`config.mk`:
```
export PLATFORM = sky130hd
export DESIGN_NAME = blk_xfer_seq
export DESIGN_NICKNAME = d
export VERILOG_FILES = /design/src/rtl/xfer_seq_pkg.sv /design/src/rtl/xfer_popcount.sv /design/src/rtl/xfer_lowest.sv /design/src/rtl/xfer_addr_calc.sv /design/src/rtl/blk_xfer_seq.sv
export SDC_FILE = /design/constraint.sdc
export NUM_CORES = 1
export LEC_CHECK = 0
export ABC_CLOCK_PERIOD_IN_PS = 7000
export BUFFER_PORTS_ARGS = -buffer_cell sky130_fd_sc_hd__buf_2
export CORE_UTILIZATION = 41
export CTS_CLUSTER_SIZE = 8
export DETAILED_ROUTE_END_ITERATION = 16
export SLEW_MARGIN = 20
export SYNTH_ARGS = -nofsm -noshare
export SYNTH_HDL_FRONTEND = slang
export SYNTH_HIERARCHICAL = 1
export SYNTH_SLANG_ARGS = --single-unit
```
`constraint.sdc`:
```
create_clock -name clk -period 7 [get_ports clk]
set_input_delay 0.7 -clock clk [delete_from_list [all_inputs] [get_ports clk]]
set_output_delay 0.7 -clock clk [all_outputs]
set_load 0.005 [all_outputs]
```
`src/rtl/xfer_seq_pkg.sv`:
```
package xfer_seq_pkg;

   typedef enum logic [1:0] {
      XM_INC_AFTER  = 2'b00,
      XM_INC_BEFORE = 2'b01,
      XM_DEC_AFTER  = 2'b10,
      XM_DEC_BEFORE = 2'b11
   } xfer_mode_e;

   typedef enum logic [1:0] {
      XS_IDLE = 2'b00,
      XS_RUN  = 2'b01,
      XS_FIN  = 2'b10
   } xfer_state_e;

endpackage

```
`src/rtl/xfer_popcount.sv`:
```
module xfer_popcount #(
   parameter int W  = 16,
   parameter int CW = $clog2(W + 1)
) (
   input  logic [W-1:0]  bits,
   output logic [CW-1:0] count
);
   logic [CW-1:0] part [W+1];

   assign part[0] = '0;
   for (genvar i = 0; i < W; i++) begin : g_acc
      assign part[i+1] = part[i] + CW'(bits[i]);
   end

   assign count = part[W];
endmodule

```
`src/rtl/xfer_lowest.sv`:
```
module xfer_lowest #(
   parameter int W    = 16,
   parameter int IMPL = 0,
   parameter int IW   = $clog2(W)
) (
   input  logic [W-1:0]  bits,
   output logic [IW-1:0] idx
);
   if (IMPL == 0) begin : g_scan
      always_comb begin
         idx = '0;
         for (int i = W - 1; i >= 0; i--) begin
            if (bits[i]) idx = IW'(i);
         end
      end
   end else begin : g_onehot
      logic [W-1:0] oh;
      assign oh = bits & (~bits + W'(1));
      for (genvar j = 0; j < IW; j++) begin : g_bit
         logic [W-1:0] sel;
         for (genvar i = 0; i < W; i++) begin : g_sel
            if (((i >> j) & 1) == 1) begin : g_on
               assign sel[i] = oh[i];
            end else begin : g_off
               assign sel[i] = 1'b0;
            end
         end
         assign idx[j] = |sel;
      end
   end
endmodule

```
`src/rtl/xfer_addr_calc.sv`:
```
module xfer_addr_calc
   import xfer_seq_pkg::*;
#(
   parameter int AW   = 32,
   parameter int CW   = 5,
   parameter int STEP = 4
) (
   input  logic [AW-1:0] base,
   input  logic [CW-1:0] cnt,
   input  logic [1:0]    mode,
   input  logic          wb,
   output logic [AW-1:0] start,
   output logic [AW-1:0] final_base
);
   localparam int SH = $clog2(STEP);

   logic [AW-1:0] span;
   logic [AW-1:0] end_base;

   assign span = AW'(cnt) << SH;

   always_comb begin
      case (xfer_mode_e'(mode))
         XM_INC_AFTER: begin
            start    = base;
            end_base = base + span;
         end
         XM_INC_BEFORE: begin
            start    = base + AW'(STEP);
            end_base = base + span;
         end
         XM_DEC_AFTER: begin
            start    = base - span + AW'(STEP);
            end_base = base - span;
         end
         default: begin
            start    = base - span;
            end_base = base - span;
         end
      endcase
   end

   assign final_base = wb ? end_base : base;
endmodule

```
`src/rtl/blk_xfer_seq.sv`:
```
module blk_xfer_seq
   import xfer_seq_pkg::*;
#(
   parameter int ADDR_W     = 32,
   parameter int LIST_W     = 16,
   parameter int WORD_BYTES = 4,
   parameter int PRIO_IMPL  = 0,
   localparam int IDX_W     = $clog2(LIST_W)
) (
   input  logic              clk,
   input  logic              rst_n,
   input  logic              cmd_valid,
   output logic              cmd_ready,
   input  logic [ADDR_W-1:0] cmd_base,
   input  logic [LIST_W-1:0] cmd_list,
   input  logic [1:0]        cmd_mode,
   input  logic              cmd_wb,
   output logic              xfer_valid,
   input  logic              xfer_ready,
   output logic [ADDR_W-1:0] xfer_addr,
   output logic [IDX_W-1:0]  xfer_reg,
   output logic              done,
   output logic [ADDR_W-1:0] done_base
);
   localparam int CNT_W = $clog2(LIST_W + 1);

   if (LIST_W < 2 || ADDR_W < 8) begin : g_bad_width
      $error("blk_xfer_seq: LIST_W must be >= 2 and ADDR_W >= 8");
   end
   if (WORD_BYTES < 1 || (WORD_BYTES & (WORD_BYTES - 1)) != 0) begin : g_bad_step
      $error("blk_xfer_seq: WORD_BYTES must be a power of two");
   end
   if (PRIO_IMPL < 0 || PRIO_IMPL > 1) begin : g_bad_impl
      $error("blk_xfer_seq: PRIO_IMPL must be 0 or 1");
   end

   xfer_state_e       state_q;
   logic [LIST_W-1:0] list_q;
   logic [ADDR_W-1:0] addr_q;
   logic [ADDR_W-1:0] fbase_q;

   logic [CNT_W-1:0]  cmd_cnt;
   logic [ADDR_W-1:0] cmd_start;
   logic [ADDR_W-1:0] cmd_final;
   logic [IDX_W-1:0]  cur_idx;
   logic [LIST_W-1:0] list_clr;

   xfer_popcount #(.W(LIST_W), .CW(CNT_W)) i_cnt (
      .bits  (cmd_list),
      .count (cmd_cnt)
   );

   xfer_addr_calc #(.AW(ADDR_W), .CW(CNT_W), .STEP(WORD_BYTES)) i_calc (
      .base       (cmd_base),
      .cnt        (cmd_cnt),
      .mode       (cmd_mode),
      .wb         (cmd_wb),
      .start      (cmd_start),
      .final_base (cmd_final)
   );

   xfer_lowest #(.W(LIST_W), .IMPL(PRIO_IMPL), .IW(IDX_W)) i_low (
      .bits (list_q),
      .idx  (cur_idx)
   );

   assign list_clr = list_q & ~(LIST_W'(1) << cur_idx);

   always_ff @(posedge clk) begin
      if (!rst_n) begin
         state_q <= XS_IDLE;
         list_q  <= '0;
         addr_q  <= '0;
         fbase_q <= '0;
      end else begin
         case (state_q)
            XS_IDLE: begin
               if (cmd_valid) begin
                  list_q  <= cmd_list;
                  addr_q  <= cmd_start;
                  fbase_q <= cmd_final;
                  state_q <= (|cmd_list) ? XS_RUN : XS_FIN;
               end
            end
            XS_RUN: begin
               if (xfer_ready) begin
                  list_q <= list_clr;
                  addr_q <= addr_q + ADDR_W'(WORD_BYTES);
                  if (list_clr == '0) state_q <= XS_FIN;
               end
            end
            XS_FIN:  state_q <= XS_IDLE;
            default: state_q <= XS_IDLE;
         endcase
      end
   end

   assign cmd_ready  = (state_q == XS_IDLE);
   assign xfer_valid = (state_q == XS_RUN);
   assign xfer_addr  = addr_q;
   assign xfer_reg   = cur_idx;
   assign done       = (state_q == XS_FIN);
   assign done_base  = fbase_q;
endmodule

```
==> key figures <==
Timing
  – Slew Viols, Final: 0
  – F_max: 147 MHz
  – Tmin final: 6.81 ns
  – Final Setup Violations: 0
  – Worst-Margin Slew: 1.02 ns
  – Fin. Hold Viols: 0
  – Hold WS: approximately 0.45 ns
  – Setup TNS: 0 ns
  – Slew headroom: 32.0%
  – Setup WS post-layout: between 0.15 and 0.2 ns
  – Period utilisation layout: around 97%
  – Layout Skew: between 0.015 and 0.02 ns

Clocking
  – Clk_lat worst skew: 0.35 ns
  – CTS sink cnt: 82
  – Num CTS Buffers: 9
  – H-tree depth: 3
  – CTS tree: built
  – Clk root buf: clkbuf_16
  – Clock-pin slew on the worst setup and hold paths: 0.08 ns
  – Max clock buf depth: 2

Critical path
  – CP Max Fanout: 7
  – CP arrival: ~7 ns
  – Worst EP required: 7.26 ns
  – Crit start category: primary input
  – CP Capture Type: register
  – WP buf/inv: 7
  – Delay-heaviest family, CP: adder cells
  – Max stage delay cell, worst path: fa_1
  – CP Class: in2reg
  – Slowest cell delay on critical path: roughly 0.56 ns

Status
  – Outcome: finished clean

Synthesis
  – Sequential area share after synthesis: 19.1%
  – Mapped Area: around 8600 um^2
  – Yosys warns: 6
  – Ys flop type: dfxtp_1
  – Post-synth EDFFs: 0
  – Synth cell types: 93
  – Yosys reg bits: between 80 and 90
  – Async set-reset flop share out of synthesis: 0%
  – Mean post-synth cell area: between 6 and 7 um^2
  – Mapped Nets: ~1300
  – Syn Inst Count: approximately 1200

Floorplanning
  – Chip Height: ~150 um
  – Initial core utilization: approximately 42%
  – I/O pin total: about 130
  – Core footprint: between 20000 and 25000 um^2
  – Die area: between 20000 and 25000 um^2
  – DIE WIDTH: approximately 150 um
  – Row cnt: between 50 and 60

Placement
  – Setup WS pre-CTS: -0.396 ns
  – I/O Buffers: between 100 and 150
  – Area after DPL: between 9000 and 10000 um^2
  – DPL Wire Length: 23500 um
  – RePlAce Congestion: 0.951

Finish
  – Area grow syn2layout: 22.7%
  – Area of the multi-input gates: between 6000 and 7000 um^2
  – Reg area: between 1500 and 2000 um^2
  – Post-route cell area: ~11000 um^2
  – Share of cells above drive strength 1: around a quarter
  – Layout fillers: roughly 2100
  – Layout Nets: roughly 1500

Run
  – Max cap viols: 0

Route
  – Wirelength per Cell: about 19 um
  – DRC: 0
  – Pre-antenna DRT Iters: 5
  – DRT iter0 DRCs: between 800 and 900
  – Via-to-Cell Ratio: between 5 and 6
  – Vias: around 9900
  – Final ANT Viol Nets: 0
  – Detailed Route WL: ~32000 um

Power
  – PwrDens: between 300 and 400 nW/um^2
  – Max IR drop VDD: roughly 230 uV
  – Pleak: between 4 and 5 nW

Global routing
  – Largest net degree at the start of global routing: 53
  – Busiest grt layer: met2
  – Initial antenna violation count: 0
  – Met3 Resource Use GR: approximately 4.2%
  – GRT Resource Usage Total: between 20 and 30%
  – Vias in the first global route: ~9000
  – Remaining global-route overflow: 0
  – M2 GR Usage: a little under half
  – First-pass GRT wire length: 49800 um
  – Met1 GRT Util: ~40%

Hold path
  – Min-Delay Path Class: reg2reg
## what timing repair did
item,4_1_cts,5_1_grt
cloned,0,1
endpoints found under the setup margin,3,15
pin swaps,0,16
setup buffers,0,4
hold buffers,0,0
resized for setup,3,32
## cell usage in the layout (no fill, tap or decap), drive strengths merged, types with 13 or more instances in the layout
cell type  netlist  final
nor4            31     31
xnor2           67     67
nor3            53     53
nand3           32     32
dfxtp           82     82
ha              21     21
o221ai          15     15
xor2            16     16
inv             50     55
a21oi          112    112
nand2b          16     16
buf             35    246
or3             14     14
o22ai           18     18
a211oi          21     21
nand4           20     20
nand2          224    224
o21ai           78     78
nor2            89     89
and3            13     13
## sequential cells by signal (all words and copies together), names as in the netlist
| signal | flops |
|---|---|
| done_base | 32 |
| list_q | 16 |
| xfer_addr | 32 |
| state_q | 2 |
## cells by family after synthesis
group	after synthesis	synth area share, %
AO/OA/AOI/OAI	332	24.7
AND/OR/NAND/NOR	549	32.9
flip-flops	82	19.1
XOR/XNOR	83	8.64
buffers and inverters	152	7.39
multiplexers	12	1.47
adder cells (fa/ha/maj)	33	5.86
## path summary, 6_finish.rpt
| path | startpoint | to | slack, ns | depth (start not counted) |
|---|---|---|---|---|
| setup / recovery | cmd_list[0] | xfer_addr[31] | 0.19 | 27 |
| hold / removal | done_base[1] | done_base[1] | 0.45 | 2 |
| setup reg to reg | list_q[8] | state_q[0] | 4.05 | 9 |
| hold reg to reg | done_base[1] | done_base[1] | 0.45 | 2 |
## cell type report
cell class | instances | area share (%)
Antenna cell | 1 | 0.0237
Clock buffer | 9 | 2.14
Clock inverter | 7 | 0.724
Inverter | 51 | 1.82
Multi-Input combinational cell | 1010 | 61.9
Sequential cell | 82 | 15.6
Tap cell | 270 | 3.21
Timing Repair Buffer | 246 | 14.6
## synthesized netlist by cell type, types with 6 or more instances
cell,number,area (um^2)
nand2_1,222,833
a21oi_1,110,551
nor2_1,87,327
dfxtp_1,82,1640
o21ai_0,76,380
clkbuf_1,65,244
xnor2_1,65,569
inv_1,49,184
nor3_1,49,245
nand3_1,30,150
nor4_1,22,138
a211oi_1,21,158
ha_1,21,263
buf_2,20,100
o22ai_1,18,113
nand4_1,17,106
nand2b_1,16,100
xor2_1,16,140
o221ai_1,15,131
and3_1,12,75.1
fa_1,12,240
or3_1,11,68.8
a21o_1,10,75.1
a311oi_1,10,87.6
buf_1,8,30.0
a31oi_1,7,43.8
mux2i_1,7,70.1
nor2b_1,7,43.8
or2_2,7,43.8
or4_1,7,52.6
and2_1,6,37.5
o32ai_1,6,52.6
## metrics by stage
| step | power, W | util (%) | instances |
|---|---|---|---|
| 2_1_floorplan | 0.00234 | - | 1243 |
| 3_3_place_gp | 0.00327 | 49.1 | 1654 |
| 3_5_place_dp | 0.00329 | 49.1 | 1654 |
| 4_1_cts | 0.00380 | 50.6 | 1670 |
| 5_1_grt | 0.00422 | 51.7 | 1675 |
| 6_report | 0.00392 | 51.8 | 1676 |
## layer usage
metal  wire (um)  part of all wire (%)
met5           0                     0
met4         657                   2.1
met3        2210                   7.0
met2       14800                    47
met1       14100                    44
## where the power goes
group	total, W	switching [W]	internal, W
logic	0.00260	0.00147	0.00113
registers	0.000822	0.000199	0.000623
clock network	0.000493	0.000238	0.000255
total	0.00392	0.00191	0.00201
## worst min-delay path, stage by stage, from the launching register on
cell	delay [ns]
dfxtp_1	0.31
nand2_1	0.05
a21oi_1	0.05
(Power assumes the default switching activity.)
